==> src/rtl/keymap_pkg.sv <==
// Shared constants for the key mapper: code width, action codes and
// controller button bit positions. Assumes action codes fit in 4 bits.
package keymap_pkg;
    localparam int ACT_W     = 7;
    localparam int NUM_ACT   = 12;
    localparam int ACT_IDX_W = $clog2(NUM_ACT);
    localparam int NUM_BTN   = 10;

    localparam logic [ACT_W-1:0] CODE_UNUSED = 7'h7f;

    // action codes (index into the action vector)
    localparam int A_UP     = 0;
    localparam int A_DOWN   = 1;
    localparam int A_LEFT   = 2;
    localparam int A_RIGHT  = 3;
    localparam int A_B1     = 4;
    localparam int A_B2     = 5;
    localparam int A_B3     = 6;
    localparam int A_B4     = 7;
    localparam int A_START1 = 8;
    localparam int A_START2 = 9;
    localparam int A_UPDOWN = 10;
    localparam int A_HOUR   = 11;

    // controller button bits
    localparam int B_SELECT = 8;
    localparam int B_START  = 9;
endpackage

==> src/rtl/keymap_action_decode.sv <==
// Turns the raw button vector into one pressed flag per action code.
// Applies the start fallback and the shared-line actions.
// Assumes btn bits 0..7 line up with action codes 0..7.
module keymap_action_decode
    import keymap_pkg::*;
(
    input  logic [NUM_BTN-1:0] btn,
    input  logic               start2_mapped,
    output logic [NUM_ACT-1:0] act
);
    // one flag per action; direct codes first, then the special lines
    always_comb begin
        for (int i = 0; i < 8; i++) begin
            act[i] = btn[i];
        end
        act[A_START1] = btn[B_SELECT] | (btn[B_START] & ~start2_mapped);
        act[A_START2] = btn[B_START] & start2_mapped;
        act[A_UPDOWN] = btn[A_UP] | btn[A_DOWN];
        act[A_HOUR]   = btn[A_B1];
    end
endmodule

==> src/rtl/keymap_cell.sv <==
// One matrix position. It looks up its action code in the action vector.
// Any code outside the defined set, the unused marker included, gives 0.
// It also flags whether it names the second-start action.
module keymap_cell
    import keymap_pkg::*;
(
    input  logic [ACT_W-1:0]   code,
    input  logic [NUM_ACT-1:0] act,
    output logic               hit,
    output logic               names_start2
);
    // pressed state of this position
    always_comb begin
        hit = 1'b0;
        if (code < ACT_W'(NUM_ACT)) begin
            hit = act[code[ACT_IDX_W-1:0]];
        end
    end

    // second-start detection from the code alone
    assign names_start2 = (code == ACT_W'(A_START2));

    // undefined codes and the marker stay silent
    always_comb begin
        p_unused_silent_r3: assert (!((code == CODE_UNUSED) && hit));
        p_undefined_silent_r4: assert (!((code >= ACT_W'(NUM_ACT)) && hit));
    end
endmodule

==> src/rtl/keymap_row_select.sv <==
// Picks the K nibble of the strobed row and ORs every position into a
// row-independent wake flag. Assumes entries are stored row-major.
module keymap_row_select #(
    parameter int ROWS  = 8,
    parameter int KBITS = 4
) (
    input  logic [ROWS*KBITS-1:0]    hits,
    input  logic [$clog2(ROWS)-1:0]  row_sel,
    output logic [KBITS-1:0]         k_row,
    output logic                     any_hit
);
    // K nibble of the selected row
    always_comb begin
        for (int j = 0; j < KBITS; j++) begin
            k_row[j] = hits[int'(row_sel) * KBITS + j];
        end
    end

    // ungated wake
    assign any_hit = |hits;
endmodule

==> src/rtl/keymap_matrix_top.sv <==
// Controller-to-matrix key mapper. It decodes buttons into actions,
// resolves each matrix position against the per-game table, and registers
// the selected row's K nibble and the wake flag.
// Assumes the table is static while read. Reset is synchronous, active-low.
module keymap_matrix_top
    import keymap_pkg::*;
#(
    parameter int ROWS  = 8,
    parameter int KBITS = 4
) (
    input  logic                          clk,
    input  logic                          rst_n,
    input  logic [NUM_BTN-1:0]            btn_in,
    input  logic [ROWS*KBITS*ACT_W-1:0]   cfg_table,
    input  logic [$clog2(ROWS)-1:0]       row_sel,
    output logic [KBITS-1:0]              k_out,
    output logic                          wake_out
);
    localparam int ENTRIES = ROWS * KBITS;

    logic [NUM_ACT-1:0] act;
    logic [ENTRIES-1:0] hits;
    logic [ENTRIES-1:0] start2_flags;
    logic               start2_mapped;
    logic [KBITS-1:0]   k_row;
    logic               any_hit;

    // second start present anywhere in the table
    assign start2_mapped = |start2_flags;

    keymap_action_decode u_decode (
        .btn           (btn_in),
        .start2_mapped (start2_mapped),
        .act           (act)
    );

    for (genvar e = 0; e < ENTRIES; e++) begin : g_cell
        keymap_cell u_cell (
            .code         (cfg_table[e*ACT_W +: ACT_W]),
            .act          (act),
            .hit          (hits[e]),
            .names_start2 (start2_flags[e])
        );
    end

    keymap_row_select #(.ROWS(ROWS), .KBITS(KBITS)) u_rows (
        .hits    (hits),
        .row_sel (row_sel),
        .k_row   (k_row),
        .any_hit (any_hit)
    );

    // output register stage
    always_ff @(posedge clk) begin
        if (!rst_n) begin
            k_out    <= '0;
            wake_out <= 1'b0;
        end else begin
            k_out    <= k_row;
            wake_out <= any_hit;
        end
    end

    // reset clears both outputs on the next edge
    p_reset_clear_r1: assert property (@(posedge clk)
        !rst_n |=> (k_out == '0 && !wake_out));

    // a key seen on the selected row must also be seen by wake
    p_k_implies_wake_r5: assert property (@(posedge clk) disable iff (!rst_n)
        (k_out != '0) |-> wake_out);

    // with nothing held, the next cycle shows no wake
    p_idle_quiet_r5: assert property (@(posedge clk) disable iff (!rst_n)
        (btn_in == '0) |=> !wake_out);

    // with nothing held, the next K nibble is empty
    p_idle_k_empty_r2: assert property (@(posedge clk) disable iff (!rst_n)
        (btn_in == '0) |=> (k_out == '0));
endmodule

==> config.mk <==
export PLATFORM = sky130hd
export DESIGN_NAME = keymap_matrix_top
export DESIGN_NICKNAME = d
export VERILOG_FILES = /design/src/rtl/keymap_pkg.sv /design/src/rtl/keymap_action_decode.sv /design/src/rtl/keymap_cell.sv /design/src/rtl/keymap_row_select.sv /design/src/rtl/keymap_matrix_top.sv
export SDC_FILE = /design/constraint.sdc
export NUM_CORES = 1
export LEC_CHECK = 0
export BUFFER_PORTS_ARGS = -buffer_cell sky130_fd_sc_hd__buf_2
export CAP_MARGIN = 0
export CORE_ASPECT_RATIO = 1.5
export CORE_MARGIN = 2
export CORE_UTILIZATION = 45
export CTS_CLUSTER_SIZE = 40
export DETAILED_ROUTE_END_ITERATION = 10
export PLACE_DENSITY = 0.77
export REMOVE_ABC_BUFFERS = 1
export SLEW_MARGIN = 20
export SYNTH_ARGS = -nofsm -noshare
export SYNTH_HDL_FRONTEND = slang
export SYNTH_SLANG_ARGS = --single-unit
==> constraint.sdc <==
create_clock -name clk -period 3.1 [get_ports clk]
set_input_delay 0 -clock clk [delete_from_list [all_inputs] [get_ports clk]]
set_output_delay 0 -clock clk [all_outputs]
set_load 0.005 [all_outputs]
==> impl_metrics.json, run 1 <==
{
  "synth-edff-count": 0,
  "via_per_inst": 6.78,
  "synth_warn": 0,
  "synth-compound-area-share": 0.218,
  "synth_simple_gate_area_frac": 0.344,
  "power-per-cell-area_nw_per_um2": 170,
  "timing.slew.headroom": 0.539,
  "outcome": "complete, no violations",
  "num_io_pins": 244,
  "placedCellCount": 1086,
  "min_period_ns": 2.82,
  "clk_transition_reported_paths_ns": 0.04,
  "design_power_total_mw": 1.24,
  "floorplan.die.height_um": 142,
  "timing_hold_violations_final": 0,
  "avgRoutedWirePerCell_um": 20.4,
  "buffer_ports.inserted": 243,
  "placementRows": 50,
  "min_delay_path_depth": 3,
  "grt_overflow_total": 0,
  "nets": 1174,
  "crit_path_start_kind": "input port",
  "post-cts-setup-buffers": 0,
  "clock_buffer_count_from_cts": 3,
  "die_area_sq_um": 13600,
  "initialDrtViolationCount": 489,
  "drt-pass1-iter-count": 5,
  "ys_seq_elements": 5,
  "fin_crit_sh": 0.909,
  "gp_congestion": 1.04,
  "main_combinational_cell_family_by_area_after_synthesis": "multiplexers",
  "coreArea_sq_um": 12400,
  "holdWs_ns": 0.101,
  "first_global_vias": 7187,
  "num_antenna_cells": 0,
  "required_ns": 3.27,
  "global_route.usage.total": 0.319,
  "setup-tns-final_ns": 0,
  "fin_util": 0.586,
  "route.final.wire_length_mm": 22.3,
  "postRouteAntennaNets": 0,
  "cts-resized-gates": 0,
  "tritoncts": "done",
  "timing_worst_setup_path_type": "in2reg",
  "count_of_final_max_slew_check_failures": 0,
  "arrival_ns": 2.99,
  "synthCells": 712,
  "worstMarginPinSlew_ns": 0.691,
  "layout-drive-gt1-share": 0.409,
  "timing.critical_path.fanout_max": 10,
  "leakage_nw": 2.99,
  "yosys.area_share.xor_xnor": 0,
  "synth.cell_area_sq_um": 5710,
  "yosys.cell_types.count": 71,
  "wire_length_of_the_first_global_routing_pass_mm": 34.5,
  "final-instance-count-excl-fill": 1090,
  "end_kind": "flip-flop",
  "synthArstFlopShare": 0,
  "largest_net_degree_at_the_start_of_global_routing": 33,
  "antenna_violations_before_repair": 0,
  "max-clock-path-buffers": 2,
  "post_synth.cell_area_avg_sq_um": 8.02,
  "timing.max_cap.violations": 0,
  "hold_buffers": 0,
  "initial_utilization": 0.459,
  "hpwl_mm": 17.9,
  "htreeDepth": 1,
  "holdCritPathClass": "in2reg",
  "post_synthesis_mux_area_share": 0.359,
  "rsz0062_at_grt": "false",
  "synth_top_flop_cell": "dfxtp_1",
  "drt_drc_violations_left": 0,
  "die_width_um": 96.0,
  "yosys.area_share.adder": 0,
  "maxClockFrequency_mhz": 355,
  "tritoncts_num_sinks": 5,
  "flow.area_growth_from_synthesis_pct": 27.7,
  "yosysSeqAreaShare": 0.0175,
  "highest_ir_drop_seen_on_vdd_mv": 0.164,
  "finalSetupViolations": 0,
  "root_buffer": "clkbuf_16",
  "fill_cells": 1172,
  "dr_total_vias": 7394
}
-- path summary, 6_finish.rpt --
kind,start,end,slack [ns]
setup / recovery,cfg_table[23],k_out[2],0.28
hold / removal,rst_n,wake_out,0.10
-- cells by family (layout without fill, tap and decap cells) --
logic type,Yosys count,after routing
buffers and inverters,86,308
muxes,117,117
and+or+nand+nor,331,331
AOI/OAI and AO/OA,173,173
DFF,5,5
-- cells in the mapped netlist (16+ instances only) --
cell type | count | area [sq um]
nand2b_1 | 22 | 138
mux2i_1 | 46 | 460
nor2_1 | 52 | 195
nor2b_1 | 23 | 144
or3_1 | 17 | 106
mux4_2 | 70 | 1580
nand4b_1 | 27 | 236
a21oi_1 | 29 | 145
o41ai_1 | 16 | 140
nand3b_1 | 17 | 128
nor3_1 | 41 | 205
clkbuf_1 | 60 | 225
o21ai_0 | 25 | 125
nand2_1 | 49 | 184
inv_1 | 18 | 67.6
-- metal layers --
layer / GRT usage / routed length [um]
met5: 0 / 0
met4: 0.152 / 1110
met3: 0.0355 / 1740
met2: 0.583 / 11900
met1: 0.359 / 7480
-- area by class of cell --
cell class / count / area (sq um) / share of cell area
clock buffers: 3 / 75.1 / 0.0103
repair buffers: 286 / 1580 / 0.216
inverters: 18 / 67.6 / 0.00927
flip-flops and latches: 5 / 100 / 0.0137
well taps: 156 / 195 / 0.0268
multi-input cells: 621 / 5270 / 0.723
clock inverters: 1 / 5.00 / 0.000686
-- power by group --
part	total, mW	internal [mW]	switching, mW
registers	0.0715	0.0694	0.00213
logic	0.950	0.457	0.493
clock network	0.220	0.169	0.0503
-- metrics by stage --
stage	worst slack [ns]	cell area, sq um
6_report	0.282	7290
5_1_grt	0.0895	7290
4_1_cts	0.212	7280
3_5_place_dp	0.0974	7200
3_3_place_gp	0.100	7200
2_1_floorplan	0.483	5430
-- flip-flops by register name, indices dropped and copies added (netlist names) --
register	cells
k_out	4
wake_out	1
-- worst max-delay path, cell delays in order --
cell     delay [ns]
buf_2          0.12
or4_1          0.57
o22ai_1        0.34
nor4_1         0.15
and4_1         0.29
buf_4          0.21
buf_4          0.17
a31oi_1        0.22
o41ai_2        0.14
mux4_2         0.48
nor3_1         0.16
a31o_1         0.14
-- layout by cell type, fill, tap and decap left out, drive strengths merged, types with 6 or more instances in the layout --
master and instances:
buf 286, mux4 70, nor2 52, nand2 49, nor3 47, mux2i 46, a21oi 29, o21ai 29
nand4b 27, nor2b 23, nand2b 22, inv 18, nand3b 17, or3 17, o41ai 16, nand3 15
o31ai 14, a211oi 13, a31oi 13, nor4 13, or4 12, and3 9, a311oi 8, o211ai 7
and3b 6, nand4 6, a41oi 6
Power figures use the tool's default switching activity.
==> inputs of run 2 (changes only) <==
--- a/config.mk
+++ b/config.mk
@@ -12,9 +12,10 @@
 export CORE_UTILIZATION = 45
 export CTS_CLUSTER_SIZE = 40
 export DETAILED_ROUTE_END_ITERATION = 10
-export PLACE_DENSITY = 0.77
+export PLACE_DENSITY = 0.8
 export REMOVE_ABC_BUFFERS = 1
 export SLEW_MARGIN = 20
 export SYNTH_ARGS = -nofsm -noshare
 export SYNTH_HDL_FRONTEND = slang
+export SYNTH_HIERARCHICAL = 1
 export SYNTH_SLANG_ARGS = --single-unit
==> impl_metrics.json, run 2 <==
{
  "outcome": "finished with violations",
  "violations": "setup timing",
  "post-cts-setup-buffers": 0,
  "synth_top_area_share": 0.361,
  "floorplan.die.height_um": 131,
  "holdCritPathClass": "in2reg",
  "synthArstFlopShare": 0,
  "avgRoutedWirePerCell_um": 21.6,
  "arrival_ns": 3.28,
  "synth-edff-count": 0,
  "antenna_violations_before_repair": 0,
  "p_int_mw": 0.711,
  "power-per-cell-area_nw_per_um2": 167,
  "setup-tns-final_ns": -0.0597,
  "nets": 1059,
  "synth_top_cell_by_area": "mux4_1",
  "die_area_sq_um": 11500,
  "dr_total_vias": 6254,
  "fin_crit_sh": 1.02,
  "worstMarginPinSlew_ns": 0.875,
  "hpwl_mm": 15.3,
  "fin_util": 0.672,
  "num_antenna_cells": 0,
  "coreArea_sq_um": 10500,
  "route.final.wire_length_mm": 20.8,
  "synth_warn": 6,
  "yosysMostFrequentCell": "nor4_1",
  "min_period_ns": 3.16,
  "root_buffer": "clkbuf_16",
  "comb_power_frac": 0.760,
  "reg_top3": "k_out (4), wake_out (1)",
  "synthCells": 520,
  "leakage_nw": 3.24,
  "layout-drive-gt1-share": 0.512,
  "postRouteAntennaNets": 0,
  "seqPwrFrac": 0.059,
  "clock_buffer_count_from_cts": 3,
  "wire_length_of_the_first_global_routing_pass_mm": 30.3,
  "timing.slew.headroom": 0.417,
  "yosys.cell_types.count": 25,
  "via_per_inst": 6.49,
  "timing_worst_setup_path_type": "in2reg",
  "ys_seq_elements": 5,
  "synth.cell_area_sq_um": 4800,
  "crit_path_start_kind": "input port",
  "max_ffs_per_register": 4,
  "placementRows": 46,
  "tritoncts_num_sinks": 5,
  "initial_utilization": 0.458,
  "clk_transition_reported_paths_ns": 0.03,
  "power.clock.fraction": 0.181,
  "post_synth_main_area_contributors": "mux4_1, mux2_2, nor4_1, inv_1, a21boi_1",
  "top_register": "k_out",
  "initialDrtViolationCount": 501,
  "num_io_pins": 244,
  "most-common-layout-cells": "buf_2, inv_1, mux4_1, mux2_2, buf_4",
  "drt-pass1-iter-count": 5,
  "timing.critical_path.fanout_max": 10,
  "fill_cells": 853,
  "synth_top_flop_cell": "dfxtp_1",
  "largest_net_degree_at_the_start_of_global_routing": 51,
  "finalSetupViolations": 1,
  "worst_slack_ns": -0.0597,
  "flow.area_growth_from_synthesis_pct": 46.6,
  "timing_hold_violations_final": 0,
  "die_width_um": 88.3,
  "yosysSeqAreaShare": 0.0208,
  "layout.cells.most_common": "buf_2",
  "power.net_switching_mw": 0.465,
  "count_of_final_max_slew_check_failures": 0,
  "global_route.usage.total": 0.334,
  "post_synth.cell_area_avg_sq_um": 9.23,
  "tritoncts": "done",
  "buffer_ports.inserted": 243,
  "highest_ir_drop_seen_on_vdd_mv": 0.117,
  "maxClockFrequency_mhz": 316,
  "timing.max_cap.violations": 0,
  "swShare": 0.396,
  "synth.top_cells.by_count": "nor4_1, inv_1, mux4_1",
  "first_global_vias": 6340,
  "required_ns": 3.22,
  "end_kind": "flip-flop",
  "grt_overflow_total": 0,
  "drt_drc_violations_left": 0,
  "max-clock-path-buffers": 2,
  "gp_congestion": 0.913,
  "htreeDepth": 1
}
[run 2: changes by cell type after synthesis, sizes merged, moves of 27 or more]
cell and change:
nor4 +67, mux2 +63, clkbuf -61, nor2 -52, inv +51, mux2i -38
a21boi +29, a21oi -29, o22ai +29, nand4b -27
[run 2: per-layer routing]
layer / part of all wire / global-route usage / vias up / routed length, um
li1: - / - / 2782 / -
met1: 0.34 / 0.349 / 2949 / 7030
met2: 0.52 / 0.604 / 400 / 10700
met3: 0.080 / 0.0572 / 123 / 1660
met4: 0.065 / 0.214 / 0 / 1350
met5: 0 / 0 / - / 0
[run 2: final timing paths]
path	start	endpoint	slack [ns]	cells past startpoint
max	cfg_table[76]	wake_out	-0.06	16
min	rst_n	wake_out	0.04	2
[run 2: power groups by stage]
stage | Clock [mW] | Sequential [mW] | Combinational [mW]
finish | 0.213 | 0.0695 | 0.894
floorplan | 0 | 0.0702 | 0.400
CTS | 0.213 | 0.0694 | 0.824
detailed placement | 0 | 0.0703 | 0.819
global route | 0.221 | 0.0697 | 0.951
global placement | 0 | 0.0705 | 0.783
[run 2: timing repair]
item | in CTS | in global routing
pin swaps | 0 | 19
resized for setup | 1 | 49
setup endpoints to repair | 1 | 5
hold buffers | 0 | 0
gates cloned | 0 | 1
[run 2: critical path, cell delays in order]
cell	delay [ns]
buf_2	0.09
or3_1	0.41
nor4_1	0.47
nor4_1	0.12
nand4_1	0.14
or2_1	0.14
inv_1	0.05
a21o_4	0.23
buf_12	0.15
mux2_2	0.26
o22ai_1	0.13
nor4_1	0.10
nor4_1	0.40
nand4_1	0.14
or2_2	0.30
and2_1	0.15
[run 2: area by class of cell]
type / instances / area (sq um) / share of cell area
multi-input cells: 436 / 4670 / 0.663
repair buffers: 305 / 1750 / 0.249
inverters: 69 / 259 / 0.0368
well taps: 144 / 180 / 0.0256
flip-flops and latches: 5 / 100 / 0.0142
clock buffers: 4 / 78.8 / 0.0112
[run 2: kinds of logic after synthesis]
logic type	Yosys count	synth area share
AO/OA/AOI/OAI	73	0.105
buffers and inverters	79	0.0704
flip-flops	5	0.0209
multiplexers	140	0.537
AND/OR/NAND/NOR	223	0.267
[run 2: metrics by stage]
step	setup WS (ns)	hold WS (ns)	instances	total power, mW	cell area (sq um)
2_1_floorplan	0.393	0.122	510	0.470	4720
3_3_place_gp	-0.168	0.267	957	0.854	6590
3_5_place_dp	-0.218	0.263	958	0.890	6620
4_1_cts	0.00752	0.0325	962	1.11	6710
5_1_grt	-0.131	0.0509	963	1.24	7040
6_report	-0.0597	0.0379	963	1.18	7040
==> inputs of run 3 (changes only) <==
==> constraint.sdc (replaced) <==
create_clock -name clk -period 3.1 [get_ports clk]
set_input_delay 0.155 -clock clk [delete_from_list [all_inputs] [get_ports clk]]
set_output_delay 0.155 -clock clk [all_outputs]
set_load 0.005 [all_outputs]
==> impl_metrics.json, run 3 (same netlist as run 2, synthesis figures left out) <==
{
  "critical-path-top-delay-family": "simple AND/OR/NAND/NOR gates",
  "buffer_ports.inserted": 243,
  "outcome": "finished with violations",
  "p_int_mw": 0.803,
  "top_register": "k_out",
  "dr_total_vias": 6970,
  "timing.critical_path.fanout_max": 8,
  "met1_length_mm": 7.62,
  "crit_path_start_kind": "input port",
  "holdCritPathClass": "in2reg",
  "placedCellCount": 1039,
  "hpwl_mm": 15.9,
  "placementRows": 46,
  "fin_crit_sh": 1.02,
  "power-per-cell-area_nw_per_um2": 168,
  "slowest_delay_ns": 0.39,
  "fin_area_sq_um": 8130,
  "tritoncts_num_sinks": 5,
  "crit_end": "wake_out",
  "die_width_um": 88.3,
  "worst_path_max_delay_cell": "or3_4",
  "drt-pass1-iter-count": 5,
  "worstMarginPinSlew_ns": 0.858,
  "max_ffs_per_register": 4,
  "initial_utilization": 0.458,
  "max-clock-path-buffers": 2,
  "postRouteAntennaNets": 0,
  "htreeDepth": 1,
  "reg_top3": "k_out (4), wake_out (1)",
  "route.final.wire_length_mm": 23.9,
  "timing_worst_setup_path_type": "in2reg",
  "timing_hold_violations_final": 0,
  "gp_congestion": 0.986,
  "drt_drc_violations_left": 0,
  "setup-tns-final_ns": -0.0606,
  "initialDrtViolationCount": 644,
  "maxClockFrequency_mhz": 316,
  "grt_overflow_total": 0,
  "die_area_sq_um": 11500,
  "highest_ir_drop_seen_on_vdd_mv": 0.151,
  "coreArea_sq_um": 10500,
  "wl_met3_mm": 2.32,
  "final-instance-count-excl-fill": 1041,
  "comb_power_frac": 0.790,
  "power.clock.fraction": 0.159,
  "swShare": 0.412,
  "clk_transition_reported_paths_ns": 0.04,
  "wire_length_of_the_first_global_routing_pass_mm": 32.1,
  "seqPwrFrac": 0.051,
  "min_period_ns": 3.16,
  "floorplan.die.height_um": 131,
  "leakage_nw": 3.71,
  "violations": "setup timing",
  "num_antenna_cells": 0,
  "min_delay_path_depth": 2,
  "met2_routed_wirelength_mm": 12.2,
  "clock_buffer_count_from_cts": 3,
  "post-cts-setup-buffers": 0,
  "antenna_violations_before_repair": 0,
  "flow.area_growth_from_synthesis_pct": 69.4,
  "avgRoutedWirePerCell_um": 22.9,
  "global_route.usage.total": 0.353,
  "first_global_vias": 6902,
  "holdWs_ns": 0.200,
  "most-common-layout-cells": "buf_2, buf_4, inv_1, mux4_1, mux2_2",
  "count_of_final_max_slew_check_failures": 0,
  "root_buffer": "clkbuf_16",
  "required_ns": 3.23,
  "largest_net_degree_at_the_start_of_global_routing": 45,
  "nets": 1137,
  "critical_path_start": "cfg_table[48]",
  "timing.max_cap.violations": 0,
  "layout-drive-gt1-share": 0.618,
  "finalSetupViolations": 1,
  "layout.cells.most_common": "buf_2",
  "timing.critical_path.depth": 16,
  "dpl-instance-area_sq_um": 7210,
  "num_io_pins": 244,
  "arrival_ns": 3.29,
  "worst_slack_ns": -0.0606,
  "via_per_inst": 6.70,
  "power.net_switching_mw": 0.563,
  "end_kind": "flip-flop",
  "tritoncts": "done",
  "path_buf_inv": 3,
  "crit_path_cell_trace": "buf_2 > or3_4 > nor4_4 > nor4_2 > nand4_1 > or2_1 > inv_2 > a21o_4 > clkbuf_16 > mux2_4 > o22ai_4 > nor4_4 > nor4_2 > nand4_1 > or2_4 > and2_4",
  "top_layer_used": "met4",
  "hold_buffers": 0,
  "timing.slew.headroom": 0.428
}
==> run 3: power groups by stage <==
stage	Sequential (mW)	Combinational (mW)	Clock (mW)
2_1_floorplan	0.0702	0.400	0
3_3_place_gp	0.0704	0.861	0
3_5_place_dp	0.0703	0.895	0
4_1_cts	0.0693	0.910	0.217
5_1_grt	0.0694	1.13	0.225
6_report	0.0695	1.08	0.217
==> run 3: metal layers <==
layer	GRT usage	up-vias
met4	0.232	0
met3	0.0559	195
met5	0	-
met1	0.350	3263
li1	-	2932
met2	0.660	580
==> run 3: what timing repair did <==
action,CTS,global route
gates resized for setup,14,116
pin swaps,6,41
gates cloned,0,3
endpoints found under the setup margin,5,5
==> run 3: worst min path at each step <==
stage / to / slack, ns / from
floorplan: k_out[0] / 0.28 / rst_n
global placement: k_out[3] / 0.42 / rst_n
detailed placement: k_out[3] / 0.42 / rst_n
CTS: k_out[3] / 0.18 / rst_n
global route: k_out[0] / 0.23 / rst_n
finish: k_out[0] / 0.20 / rst_n
==> run 3: cell type report <==
| class | instances | area, sq um |
|---|---|---|
| sequential | 5 | 100 |
| inverter | 69 | 259 |
| fill | 670 | 2340 |
| timing repair buffer | 383 | 2340 |
| multi-input combinational | 436 | 5180 |
| tap | 144 | 180 |
| clock buffer | 3 | 75.1 |
| clock inverter | 1 | 5.00 |
==> run 3: stage by stage <==
step	total power, mW	util	setup WS [ns]
6_report	1.37	0.777	-0.0606
5_1_grt	1.43	0.777	-0.127
4_1_cts	1.20	0.704	-0.0294
3_5_place_dp	0.965	0.688	-0.477
3_3_place_gp	0.931	0.688	-0.389
2_1_floorplan	0.470	-	0.238
